[src/rtl/ctrwdt_pkg.sv]
package ctrwdt_pkg;
  typedef enum logic [2:0] {
    CS_DIV12 = 3'd0,
    CS_DIV4  = 3'd1,
    CS_EXT   = 3'd2,
    CS_SYS   = 3'd3
  } clk_src_e;

  localparam logic [1:0] A_MODE    = 2'd0;
  localparam logic [1:0] A_OFFSET  = 2'd1;
  localparam logic [1:0] A_REFRESH = 2'd2;
  localparam logic [1:0] A_FLAG    = 2'd3;

  localparam int B_EN     = 0;
  localparam int B_LOCK   = 1;
  localparam int B_SEL_LO = 2;
  localparam int SEL_W    = 3;
  localparam int B_IDLE   = 5;
  localparam int B_FORCE  = 0;
endpackage

[src/rtl/ctrwdt_prescale.sv]
module ctrwdt_prescale
  import ctrwdt_pkg::*;
#(
  parameter int DIV_SLOW = 12,
  parameter int DIV_FAST = 4
) (
  input  logic             clk,
  input  logic             rst_n,
  input  logic             clear,
  input  logic [SEL_W-1:0] sel,
  input  logic             suspend,
  input  logic             ext_tick,
  output logic             tick
);
  localparam int PW = $clog2(DIV_SLOW);

  logic [PW-1:0] pre_q;
  logic [PW-1:0] term;
  logic          div_hit;

  always_comb begin
    term    = (sel == CS_DIV4) ? PW'(DIV_FAST - 1) : PW'(DIV_SLOW - 1);
    div_hit = (pre_q >= term);
  end

  always_ff @(posedge clk or negedge rst_n) begin
    if (!rst_n)          pre_q <= '0;
    else if (clear)      pre_q <= '0;
    else if (!suspend)   pre_q <= div_hit ? '0 : pre_q + 1'b1;
  end

  always_comb begin
    if (suspend) tick = 1'b0;
    else begin
      case (sel)
        CS_SYS:  tick = 1'b1;
        CS_EXT:  tick = ext_tick;
        default: tick = div_hit;
      endcase
    end
  end

  p_pre_bound_r11: assert property (@(posedge clk) disable iff (!rst_n)
    pre_q <= PW'(DIV_SLOW - 1));
endmodule

[src/rtl/ctrwdt_counter.sv]
module ctrwdt_counter #(
  parameter int LO_W = 8,
  parameter int HI_W = 8
) (
  input  logic            clk,
  input  logic            rst_n,
  input  logic            clear,
  input  logic            tick,
  output logic [LO_W-1:0] lo,
  output logic [HI_W-1:0] hi,
  output logic            lo_wrap
);
  localparam int CW = LO_W + HI_W;

  logic [CW-1:0] cnt_q;

  always_ff @(posedge clk or negedge rst_n) begin
    if (!rst_n)     cnt_q <= '0;
    else if (clear) cnt_q <= '0;
    else if (tick)  cnt_q <= cnt_q + 1'b1;
  end

  assign lo      = cnt_q[LO_W-1:0];
  assign hi      = cnt_q[CW-1:LO_W];
  assign lo_wrap = tick && (lo == {LO_W{1'b1}});

  p_idle_hold_r9: assert property (@(posedge clk) disable iff (!rst_n)
    !clear && !tick |=> $stable(cnt_q));
endmodule

[src/rtl/ctrwdt_ctrl.sv]
module ctrwdt_ctrl
  import ctrwdt_pkg::*;
#(
  parameter int DATA_W = 8,
  parameter int OFF_W  = 8
) (
  input  logic              clk,
  input  logic              rst_n,
  input  logic              clear,
  input  logic              wr_en,
  input  logic [1:0]        wr_addr,
  input  logic [DATA_W-1:0] wr_data,
  output logic              running,
  output logic [SEL_W-1:0]  sel,
  output logic              idle_sus,
  output logic [OFF_W-1:0]  offset,
  output logic              refresh,
  output logic              force_hit
);
  logic en_q, lock_q;
  logic mode_wr, off_wr;

  assign mode_wr   = wr_en && (wr_addr == A_MODE);
  assign off_wr    = wr_en && (wr_addr == A_OFFSET);
  assign refresh   = wr_en && (wr_addr == A_REFRESH);
  assign force_hit = wr_en && (wr_addr == A_FLAG) && wr_data[B_FORCE];
  assign running   = en_q | lock_q;

  always_ff @(posedge clk or negedge rst_n) begin
    if (!rst_n) begin
      en_q <= 1'b1; lock_q <= 1'b0; sel <= CS_DIV12; idle_sus <= 1'b0; offset <= '0;
    end else if (clear) begin
      en_q <= 1'b1; lock_q <= 1'b0; sel <= CS_DIV12; idle_sus <= 1'b0; offset <= '0;
    end else begin
      if (mode_wr) begin
        en_q   <= wr_data[B_EN];
        lock_q <= lock_q | wr_data[B_LOCK];
        if (!running) begin
          sel      <= wr_data[B_SEL_LO +: SEL_W];
          idle_sus <= wr_data[B_IDLE];
        end
      end
      if (off_wr && !running) offset <= wr_data[OFF_W-1:0];
    end
  end

  p_lock_sticky_r5: assert property (@(posedge clk) disable iff (!rst_n)
    lock_q && !clear |=> lock_q && running);
  p_cfg_frozen_r8: assert property (@(posedge clk) disable iff (!rst_n)
    running && !clear |=> $stable(sel) && $stable(idle_sus));
  p_offset_frozen_r10: assert property (@(posedge clk) disable iff (!rst_n)
    running && !clear |=> $stable(offset));
endmodule

[src/rtl/ctrwdt_match.sv]
module ctrwdt_match #(
  parameter int HI_W = 8
) (
  input  logic            clk,
  input  logic            rst_n,
  input  logic            clear,
  input  logic            refresh,
  input  logic [HI_W-1:0] hi,
  input  logic [HI_W-1:0] offset,
  input  logic            lo_wrap,
  input  logic            running,
  input  logic            force_hit,
  output logic            fire
);
  logic [HI_W-1:0] cmp_q;
  logic [HI_W-1:0] next_cmp;

  assign next_cmp = hi + offset;

  always_ff @(posedge clk or negedge rst_n) begin
    if (!rst_n)       cmp_q <= '0;
    else if (clear)   cmp_q <= '0;
    else if (refresh) cmp_q <= next_cmp;
  end

  assign fire = running && (force_hit || (lo_wrap && (hi == cmp_q)));

  p_refresh_load_r2: assert property (@(posedge clk) disable iff (!rst_n)
    refresh && !clear |=> cmp_q == HI_W'($past(hi) + $past(offset)));
endmodule

[src/rtl/ctr_watchdog.sv]
module ctr_watchdog
  import ctrwdt_pkg::*;
#(
  parameter int DATA_W   = 8,
  parameter int LO_W     = 8,
  parameter int HI_W     = 8,
  parameter int DIV_SLOW = 12,
  parameter int DIV_FAST = 4
) (
  input  logic                 clk,
  input  logic                 rst_n,
  input  logic                 wr_en,
  input  logic [1:0]           wr_addr,
  input  logic [DATA_W-1:0]    wr_data,
  input  logic                 ext_tick,
  input  logic                 cpu_idle,
  output logic [LO_W+HI_W-1:0] count,
  output logic                 wdt_running,
  output logic                 wdt_rst
);
  logic             running, idle_sus, refresh, force_hit;
  logic [SEL_W-1:0] sel;
  logic [HI_W-1:0]  offset, hi;
  logic [LO_W-1:0]  lo;
  logic             tick, lo_wrap, fire, suspend;

  assign suspend = idle_sus && cpu_idle;

  ctrwdt_ctrl #(.DATA_W(DATA_W), .OFF_W(HI_W)) u_ctrl (
    .clk(clk), .rst_n(rst_n), .clear(fire), .wr_en(wr_en), .wr_addr(wr_addr),
    .wr_data(wr_data), .running(running), .sel(sel), .idle_sus(idle_sus),
    .offset(offset), .refresh(refresh), .force_hit(force_hit)
  );

  ctrwdt_prescale #(.DIV_SLOW(DIV_SLOW), .DIV_FAST(DIV_FAST)) u_pre (
    .clk(clk), .rst_n(rst_n), .clear(fire), .sel(sel), .suspend(suspend),
    .ext_tick(ext_tick), .tick(tick)
  );

  ctrwdt_counter #(.LO_W(LO_W), .HI_W(HI_W)) u_cnt (
    .clk(clk), .rst_n(rst_n), .clear(fire), .tick(tick),
    .lo(lo), .hi(hi), .lo_wrap(lo_wrap)
  );

  ctrwdt_match #(.HI_W(HI_W)) u_match (
    .clk(clk), .rst_n(rst_n), .clear(fire), .refresh(refresh), .hi(hi),
    .offset(offset), .lo_wrap(lo_wrap), .running(running),
    .force_hit(force_hit), .fire(fire)
  );

  always_ff @(posedge clk or negedge rst_n) begin
    if (!rst_n) wdt_rst <= 1'b0;
    else        wdt_rst <= fire;
  end

  assign count       = {hi, lo};
  assign wdt_running = running;

  p_pulse_clears_r12: assert property (@(posedge clk) disable iff (!rst_n)
    wdt_rst |-> (count == '0) && wdt_running);
  p_fire_needs_run_r6: assert property (@(posedge clk) disable iff (!rst_n)
    wdt_rst |-> $past(wdt_running));
  p_suspend_hold_r9: assert property (@(posedge clk) disable iff (!rst_n)
    $past(suspend) && !wdt_rst |-> count == $past(count));
endmodule

[config.mk]
export PLATFORM = sky130hd
export DESIGN_NAME = ctr_watchdog
export DESIGN_NICKNAME = d
export VERILOG_FILES = /design/src/rtl/ctrwdt_pkg.sv /design/src/rtl/ctrwdt_prescale.sv /design/src/rtl/ctrwdt_counter.sv /design/src/rtl/ctrwdt_ctrl.sv /design/src/rtl/ctrwdt_match.sv /design/src/rtl/ctr_watchdog.sv
export SDC_FILE = /design/constraint.sdc
export NUM_CORES = 1
export LEC_CHECK = 0
export BUFFER_PORTS_ARGS = -buffer_cell sky130_fd_sc_hd__buf_2
export CORE_ASPECT_RATIO = 1.75
export CORE_MARGIN = 2
export CORE_UTILIZATION = 30
export DETAILED_ROUTE_END_ITERATION = 8
export HOLD_SLACK_MARGIN = 0.02
export MAX_ROUTING_LAYER = met4
export PLACE_DENSITY = 0.46
export SYNTH_ARGS = -nofsm -noshare
export SYNTH_HDL_FRONTEND = slang
export SYNTH_HIERARCHICAL = 1
export SYNTH_SLANG_ARGS = --single-unit
[constraint.sdc]
create_clock -name clk -period 3.6 [get_ports clk]
set_clock_uncertainty 0.15 [all_clocks]
set_input_delay 0.18 -clock clk [delete_from_list [all_inputs] [get_ports clk]]
set_output_delay 0.18 -clock clk [all_outputs]
set_load 0.01 [all_outputs]
==> flow_results.org, run 1 <==
** Status
- Result of the run :: finished, final reports clean

** Timing
- Setup-failing EPs final :: 0
- For the final routed database, the setup TNS stands at 0 ns.
- Setup repair after global routing left no endpoint under its margin.
- The final critical path takes up 91.3% of the cycle.
- Static timing analysis puts the maximum clock frequency at 304 MHz.
- The max-slew violation count came to 0.
- For the pin with the worst max-slew slack, the measured transition is 0.990 ns.
- The worst pin sits at a relative slew slack of 34.0%.
- The final hold violation count came to 0.
- Clock period minus final worst setup slack :: 3.29 ns

** Yosys
- Number of enable flip-flop cells after synthesis :: 0
- Fraction of registers with async set or reset after synthesis :: 100%
- Each instance of the synthesized netlist takes up on average 10.1 µm².
- The mapped netlist covers 2660 µm².
- After synthesis, the largest area contributor takes up 39.5% of total cell area.
- Yosys printed 6 warnings.
- Portion of the post-synthesis area used by sequential elements :: 40.5%
- Number of flip-flops and latches in the synthesized netlist :: 43
- Number of library cell types mapped by synthesis :: 62
- Top area cells in the synthesized netlist :: sky130_fd_sc_hd__dfrtp_1 40%, sky130_fd_sc_hd__nand2b_1 6.1%, sky130_fd_sc_hd__mux2i_1 6.0%
- Post-Syn Nets :: 288
- The most used flip-flop cell after synthesis is sky130_fd_sc_hd__dfrtp_1.
- Summed over all instances, the cell type with the most area after synthesis is sky130_fd_sc_hd__dfrtp_1.
- After technology mapping, the gate count stands at 262.

** Die
- Number of cell rows :: 45
- For this configuration, the core starts out at a cell density of 30.6%.
- Core Area :: 8670 µm²
- The die covers 9660 µm².
- From left edge to right edge, the die measures 75.1 µm.
- Overall die height :: 129 µm
- 33 I/O pins were placed.

** Clock network
- The clock tree synthesis step divided the H-tree into 2 levels.
- Clock Tree Root :: sky130_fd_sc_hd__clkbuf_16
- Number of buffers between clock root and the deepest sink :: 2
- TritonCTS sink count :: 43
- After clock tree synthesis, the clock-pin slew on the worst setup and hold paths is 0.06 ns.
- Total CTS buffers :: 5
- Clock tree from TritonCTS :: built
- The number of setup buffers added after CTS is 0.
- Clock latency on the worst-skew pair, taken at its later pin, is 0.28 ns.

** Power
- Dividing total power by cell area gives a power density of 549 nW/µm².
- Internal power :: 0.00119 W
- Of the total power, the clock network draws 30.4%.
- Registers are responsible for 40.8% of the overall power.
- Leakage :: 1.48 nW
- In this run switching power makes up 32.5% of total power.
- Combinational cells account for 28.9% of the total power.
- Maximum resistive drop on vdd :: 0.000197 V
- Switching component of the power :: 0.000572 W

** Cells and area
- The post-route netlist has 23.4% of its cells at a drive strength greater than 1.
- Post-Route Utilization :: 37.0%
- The net count of the finished layout is 329.
- # diodes :: 0
- The filler cells instantiated in the layout total 923.
- The count of cells in the finished layout, fillers not included, comes to 421.
- From synthesis to final layout, the design area changed by 20.7%.

** Setup path
- For the worst setup path, the data required time is 3.66 ns.
- In this run the register-to-register setup slack is 0.31 ns.
- RR Startpoint :: u_ctrl/sel[0]
- At the worst endpoint, the arrival time is 3.35 ns.
- STA classifies the critical path startpoint as a flop.
- Top fanout value on the critical path :: 13
- Critical Path End Type :: flop
- The critical path is of the reg2reg type.
- The worst register-to-register path has a depth of 13.
- Reg-to-Reg End :: u_cnt/cnt_q[6]

** Global route
- The number of antenna violations at the first check in global routing was 0.
- The via count of the first global-routing pass came to 2,036.
- Overall fraction of global-route tracks in use :: 14.7%
- The first global-routing pass estimated 10,400 µm of wire.
- Total global routing overflow :: 0
- Pin count of the biggest net entering global routing :: 44

** Placed design
- I/O Buffers :: 32
- Placed instance count :: 408
- Routability-driven placement finished with a final weighted congestion of 0.769.
- HPWL reported at the end of detailed placement :: 4690 µm

** Routing
- After detailed routing, the number of vias per cell comes to 4.76.
- Detailed Route WL :: 6290 µm
- The detailed router finished its first iteration with 61 violations.
- Vias post-DR :: 2,006
- After detailed routing, the average wire length per cell comes to 14.9 µm.
- Number of iterations in the first detailed-routing pass :: 4
- In the routed design, unresolved DRC markers number 0.
- Once detail routing completed, the nets flagged for antenna violations numbered 0.

** Hold path
- Hold path startpoint :: wr_data[3]
- In this run the worst hold path is classified as in2reg.
- Hold Crit Endpoint :: u_ctrl/offset[3]
- The worst hold path was traced through 3 stages.

** Run
- Max-cap violations in this run came to 0.
registers in the layout, indices dropped and copies added, names as in the netlist:
name	flops
u_cnt/cnt_q	16
u_ctrl/idle_sus	1
wdt_rst	1
u_pre/pre_q	4
u_ctrl/lock_q	1
u_ctrl/en_q	1
u_ctrl/offset	8
u_match/cmp_q	8
u_ctrl/sel	3
critical path, cell delays in order, from the launching register on:
cell	delay, ns
sky130_fd_sc_hd__dfrtp_1	0.39
sky130_fd_sc_hd__nor3b_1	0.15
sky130_fd_sc_hd__ha_1	0.29
sky130_fd_sc_hd__o21a_1	0.14
sky130_fd_sc_hd__nor2_1	0.05
sky130_fd_sc_hd__a211oi_2	0.28
sky130_fd_sc_hd__nand2_1	0.17
sky130_fd_sc_hd__nor4_2	0.20
sky130_fd_sc_hd__a41oi_1	0.20
sky130_fd_sc_hd__nor2b_4	0.19
sky130_fd_sc_hd__buf_4	0.21
sky130_fd_sc_hd__o2111ai_2	0.26
sky130_fd_sc_hd__or3_1	0.38
sky130_fd_sc_hd__a21oi_1	0.15
power groups by stage:
stage / Clock, W / Sequential [W] / Combinational (W)
floorplan: 0 / 0.000714 / 0.000362
global placement: 0 / 0.000729 / 0.000501
detailed placement: 0 / 0.000727 / 0.000509
CTS: 0.000552 / 0.000720 / 0.000514
global route: 0.000570 / 0.000738 / 0.000577
finish: 0.000535 / 0.000717 / 0.000508
cell usage in the layout (no fill, tap or decap), types with 2 or more instances in the layout:
master and count:
sky130_fd_sc_hd__nor3_1 6, sky130_fd_sc_hd__xor2_1 11, sky130_fd_sc_hd__clkbuf_16 5, sky130_fd_sc_hd__buf_2 32
sky130_fd_sc_hd__o21ai_0 7, sky130_fd_sc_hd__a211oi_1 2, sky130_fd_sc_hd__o21ai_2 3, sky130_fd_sc_hd__nand2b_1 26
sky130_fd_sc_hd__dlygate4sd3_1 5, sky130_fd_sc_hd__nor4bb_1 2, sky130_fd_sc_hd__nand2_1 13, sky130_fd_sc_hd__nand3_1 9
sky130_fd_sc_hd__ha_1 10, sky130_fd_sc_hd__buf_4 4, sky130_fd_sc_hd__mux2i_1 16, sky130_fd_sc_hd__nor4_2 4
sky130_fd_sc_hd__nor2_1 23, sky130_fd_sc_hd__xnor2_1 11, sky130_fd_sc_hd__nor2b_1 2, sky130_fd_sc_hd__nand4_1 2
sky130_fd_sc_hd__nor3_4 2, sky130_fd_sc_hd__inv_1 5, sky130_fd_sc_hd__a211o_1 3, sky130_fd_sc_hd__nor3b_1 3
sky130_fd_sc_hd__dfrtp_1 42, sky130_fd_sc_hd__or3_1 4, sky130_fd_sc_hd__nor4_1 2, sky130_fd_sc_hd__a21o_1 2
sky130_fd_sc_hd__a21oi_1 9
cell usage after synthesis (2+ instances only):
master,number
sky130_fd_sc_hd__o21ai_2,3
sky130_fd_sc_hd__nor3_1,6
sky130_fd_sc_hd__nor3_4,2
sky130_fd_sc_hd__nor4_1,3
sky130_fd_sc_hd__nor4bb_1,2
sky130_fd_sc_hd__xnor2_1,11
sky130_fd_sc_hd__dfrtp_1,42
sky130_fd_sc_hd__nor2b_1,3
sky130_fd_sc_hd__nor2_1,23
sky130_fd_sc_hd__ha_1,10
sky130_fd_sc_hd__a211o_1,3
sky130_fd_sc_hd__mux2i_1,16
sky130_fd_sc_hd__buf_2,3
sky130_fd_sc_hd__nand2b_1,26
sky130_fd_sc_hd__xor2_1,11
sky130_fd_sc_hd__nand4_1,2
sky130_fd_sc_hd__nand3_1,9
sky130_fd_sc_hd__nor3b_1,3
sky130_fd_sc_hd__a21oi_1,9
sky130_fd_sc_hd__inv_1,5
sky130_fd_sc_hd__a211oi_1,3
sky130_fd_sc_hd__clkbuf_1,3
sky130_fd_sc_hd__a21o_1,2
sky130_fd_sc_hd__or3_1,4
sky130_fd_sc_hd__nor4_2,3
sky130_fd_sc_hd__o21ai_0,7
sky130_fd_sc_hd__nand2_1,13
final cells by class:
class,instances,area (µm²),share of cell area (%)
multi-input cells,205,1540,47.9
flip-flops and latches,43,1080,33.6
repair buffers,42,251,7.84
well taps,117,146,4.56
clock buffers,6,139,4.33
clock inverters,2,35.0,1.09
inverters,6,22.5,0.702
kinds of logic after synthesis:
group	after synthesis	share of synthesized area, %
simple gates	116	26.9
flops	43	40.5
compound gates	39	11.0
xor+xnor	22	7.25
mux	17	6.45
buf+inv	14	2.40
fa+ha+maj	11	5.46
what timing repair did:
action	4_1_cts	5_1_grt
hold endpoints to repair	47	0
setup endpoints to repair	0	7
gates resized for setup	0	3
hold buffers	5	0
worst max path at each step:
stage / start / to / slack [ns] / depth (start not counted)
CTS: u_ctrl/sel[0] / u_match/cmp_q[6] / 0.16 / 14
floorplan: u_ctrl/sel[0] / u_cnt/cnt_q[6] / 0.22 / 14
global route: u_ctrl/sel[1] / u_cnt/cnt_q[8] / 0.02 / 14
finish: u_ctrl/sel[0] / u_cnt/cnt_q[6] / 0.31 / 13
detailed placement: u_ctrl/sel[0] / u_match/cmp_q[6] / 0.18 / 14
global placement: u_ctrl/sel[0] / u_match/cmp_q[6] / 0.33 / 14
routing by layer:
| metal | vias up | routed length (µm) | GRT usage [%] |
|---|---|---|---|
| met1 | 956 | 2580 | 16.7 |
| met4 | 0 | 90 | 4.33 |
| met2 | 32 | 3440 | 25.9 |
| li1 | 1012 | - | - |
| met5 | - | 0 | - |
| met3 | 6 | 174 | 2.35 |
per-stage QoR:
stage | hold WS [ns] | setup slack [ns] | power, W | instance area [µm²]
after global placement | 0.285 | 0.326 | 0.00123 | 2970
final | 0.0358 | 0.315 | 0.00176 | 3210
after global routing | 0.0324 | 0.0167 | 0.00188 | 3210
after floorplan | -0.266 | 0.220 | 0.00108 | 2660
after detailed placement | 0.277 | 0.177 | 0.00124 | 2970
after CTS | 0.0231 | 0.162 | 0.00179 | 3190
(Power assumes the default switching activity.)
==> inputs of run 2 (changes only) <==
--- a/config.mk
+++ b/config.mk
@@ -5,6 +5,7 @@
 export SDC_FILE = /design/constraint.sdc
 export NUM_CORES = 1
 export LEC_CHECK = 0
+export ABC_AREA = 1
 export BUFFER_PORTS_ARGS = -buffer_cell sky130_fd_sc_hd__buf_2
 export CORE_ASPECT_RATIO = 1.75
 export CORE_MARGIN = 2
==> run 2 against run 1 <==
  * Cell count is 26% higher
  * First-iteration DRC count is 6.6% lower
  * Register-to-register slack better by 0.19 ns
  * Critical endpoint is now u_cnt/cnt_q[1]
==> flow_results.org, run 2 <==
** Yosys
- Ranked by total cell area, the synthesized netlist is headed by sky130_fd_sc_hd__dfrtp_1 38%, sky130_fd_sc_hd__nand2_1 14%, sky130_fd_sc_hd__inv_1 6.7%.
- Mapped Area :: 2740 µm²
- Counting flops with a built-in enable in the synthesized netlist gives 0.
- Mapped Avg Cell Area :: 7.48 µm²
- Among all flip-flop cells after synthesis, the most frequent one is sky130_fd_sc_hd__dfrtp_1.
- Yosys printed 6 warnings.
- Synthesized netlist cell count :: 366
- Number of library cell types mapped by synthesis :: 37
- After synthesis the netlist holds a flip-flop and latch count of 43.
- The largest total area in the synthesized netlist belongs to sky130_fd_sc_hd__dfrtp_1.
- Most common cell in the synthesized netlist :: sky130_fd_sc_hd__nand2_1
- Post-Syn Nets :: 392
- The top cell type by area accounts for 38.4% of the synthesized area.
- After synthesis, the share of flip-flops with an asynchronous set or reset is 100%.
- Sequential cells were found to cover 39.4% of the synthesized design area.
- Most common library cells after synthesis :: 104 x sky130_fd_sc_hd__nand2_1, 49 x sky130_fd_sc_hd__inv_1, 42 x sky130_fd_sc_hd__dfrtp_1, 37 x sky130_fd_sc_hd__nor2_1, 32 x sky130_fd_sc_hd__nand3_1

** Clock network
- No sink is reached through more buffers than the 2 on the longest clock path.
- TritonCTS sink count :: 43
- At the later pin of the worst-skew pair, clock insertion delay measures 0.29 ns.
- After clock tree synthesis, the clock-pin slew on the worst setup and hold paths is 0.06 ns.
- The clock tree synthesis step divided the H-tree into 2 levels.
- Once the clock tree was built, the resizer swapped 0 gates to a different size.
- The tree is rooted in a sky130_fd_sc_hd__clkbuf_16.
- Counting the buffers created by CTS gives 5.
- Clock tree from TritonCTS :: built

** Die
- 33 I/O pins were placed.
- In this run the standard cell core region covers 8980 µm².
- Overall die height :: 130 µm
- The die covers 9940 µm².
- Number of cell rows :: 46
- Initial cell density of the core :: 30.5%
- The die is 76.2 µm wide.

** Setup path
- Data arrives at the worst endpoint at 3.11 ns.
- The worst setup path is launched from a flop.
- The cell that appears most often on the critical path is sky130_fd_sc_hd__inv_1.
- Top delay family on crit path :: buffers and inverters
- Of all nets on the critical path, the largest fanout is 14.
- Critical Path End Type :: flop
- Data required time of the critical path :: 3.62 ns
- The worst setup path is of the reg2reg kind.
- In this design, the stage delay of the slowest critical-path cell is 0.37 ns.
- Cell breakdown of the critical path :: inv_1 -> nand2_1 -> nor2_1 -> ha_1 -> bufinv_8 -> nand2_1 -> o21ai_1 -> inv_1 -> inv_1 -> nor4_1 -> inv_1 -> a21oi_2 -> nand3_1 -> nor2_1 -> nand2_1 -> a21oi_2 -> buf_4 -> inv_1 -> nand3_1 -> o21ai_0
- CP max-delay cell :: sky130_fd_sc_hd__dfrtp_1
- The critical path contains buffers and inverters numbering 7 combined.

** Global route
- Total global routing overflow :: 0
- Via count of the first global-routing pass :: 2,363
- Overall fraction of global-route tracks in use :: 15.1%
- Number of antenna violations at the first check in global routing :: 0
- The first global-routing pass estimated 11,300 µm of wire.
- Entering global routing, the biggest net connects 44 pins.

** Cells and area
- Flip-flop count of the largest register, all copies and words added :: 16
- FILL cells :: 1,008
- The repair_antennas step left the layout with diodes totalling 0.
- Fraction of final layout cells sized beyond drive strength 1 :: 20.7%
- Leaving out fill and tap cells, the most frequent cell in the layout is sky130_fd_sc_hd__nand2_1.
- Most flop-heavy register :: u_cnt/cnt_q
- The multi-input combinational cells in the finished layout cover a total of 1410 µm².
- In the layout the commonest cells are 104 x sky130_fd_sc_hd__nand2_1, 49 x sky130_fd_sc_hd__inv_1, 42 x sky130_fd_sc_hd__dfrtp_1.
- Synth-to-Final Area Change :: 18.0%
- Top flop regs :: u_cnt/cnt_q (16), u_ctrl/offset (8), u_match/cmp_q (8)
- Post-layout net count :: 435
- Sequential cell area in the final layout :: 1080 µm²
- Post-Route Utilization :: 36.0%

** Routing
- Dividing the detail-routed wire length by the instance count gives 12.7 µm.
- Vias per std cell :: 4.48
- Number of iterations in the first detailed-routing pass :: 4
- Drc violations :: 0
- In this run, the number of DRC markers left after iteration 0 of detailed routing was 57.
- Vias post-DR :: 2,375
- For this block, the routed nets add up to 6740 µm of wire.
- Number of routed nets with antenna violations :: 0

** Timing
- Setup TNS after final layout :: 0 ns
- Total count of hold-check failures in the final report :: 0
- Setup repair after global routing missed its margin :: false
- The final critical path takes up 85.9% of the cycle.
- Slew Limit Fails :: 0
- Setup-failing EPs final :: 0
- Clock period minus final worst setup slack :: 3.09 ns
- Worst hold slack :: 0.0889 ns
- The worst pin sits at a relative slew slack of 33.2%.
- For the pin with the worst max-slew slack, the measured transition is 1.00 ns.
- Top achievable clock speed :: 323 MHz

** Hold path
- The path class of the tightest hold or removal check is in2reg.

** Placed design
- Global placer's final weighted congestion :: 0.769
- I/O Buffers :: 32
- HPWL reported at the end of detailed placement :: 5210 µm

** Power
- Across the VDD grid, the largest voltage drop is 0.000214 V.
- In this run the static leakage power is 1.68 nW.
- Power spread over the standard cell area amounts to 566 nW/µm².

** Run
- Max-cap viol count :: 0

** Status
- The run finished with clean final reports.
run 2: routing by layer:
metal	vias up	global-route usage (%)	wire, µm	part of all wire [%]
li1	1234	-	-	-
met2	39	27.7	3600	53
met1	1089	15.4	2680	40
met3	13	2.27	182	2.7
met5	-	-	0	0
met4	0	8.34	274	4.1
run 2: power breakdown:
part | internal [W] | total (W) | switching, W
Clock | 0.000258 | 0.000446 | 0.000187
Combinational | 0.000259 | 0.000621 | 0.000362
Sequential | 0.000621 | 0.000761 | 0.000141
run 2: final cells by class:
class / instances / area share (%)
tap: 120 / 4.65
inverter: 60 / 7.44
timing repair buffer: 38 / 6.74
clock buffer: 8 / 4.22
multi-input combinational: 261 / 43.6
sequential: 43 / 33.4
run 2: what timing repair did:
action / CTS / global route
buffers inserted: 0 / 0
endpoints found under the hold margin: 47 / 0
hold buffers: 5 / 0
run 2: worst paths after layout:
kind,slack (ns),from,to,depth (start not counted)
setup / recovery,0.51,u_ctrl/sel[1],u_cnt/cnt_q[1],20
hold / removal,0.09,wr_data[2],u_ctrl/sel[0],5
setup reg to reg,0.51,u_ctrl/sel[1],u_cnt/cnt_q[1],20
hold reg to reg,0.36,u_ctrl/offset[3],u_ctrl/offset[3],2
max in group asynchronous,2.23,rst_n,u_pre/pre_q[3],2
min in group asynchronous,0.44,rst_n,u_ctrl/offset[7],2
run 2: metrics by stage:
| step | area (µm²) | total power, W | setup slack, ns | instances |
|---|---|---|---|---|
| 6_report | 3230 | 0.00183 | 0.506 | 530 |
| 5_1_grt | 3230 | 0.00198 | 0.166 | 530 |
| 4_1_cts | 3230 | 0.00187 | 0.438 | 530 |
| 3_5_place_dp | 3040 | 0.00140 | 0.451 | 517 |
| 3_3_place_gp | 3040 | 0.00139 | 0.580 | 517 |
| 2_1_floorplan | 2740 | 0.00121 | 0.468 | 366 |
run 2: worst register-to-register path, delay by kind of cell (launching register included):
family	cells	cell delay [ns]
buf+inv	7	1.04
simple gates	8	0.86
compound gates	4	0.43
flops	1	0.37
fa+ha+maj	1	0.15
run 2: logic make-up after synthesis:
logic type               after synthesis  share of synthesized area, %
AND/OR/NAND/NOR                      209                          36.1
buffers and inverters                 62                          9.23
flip-flops                            43                          39.4
AO/OA/AOI/OAI                         35                          8.14
adder cells (fa/ha/maj)               11                          5.30
XOR/XNOR                               6                          1.92
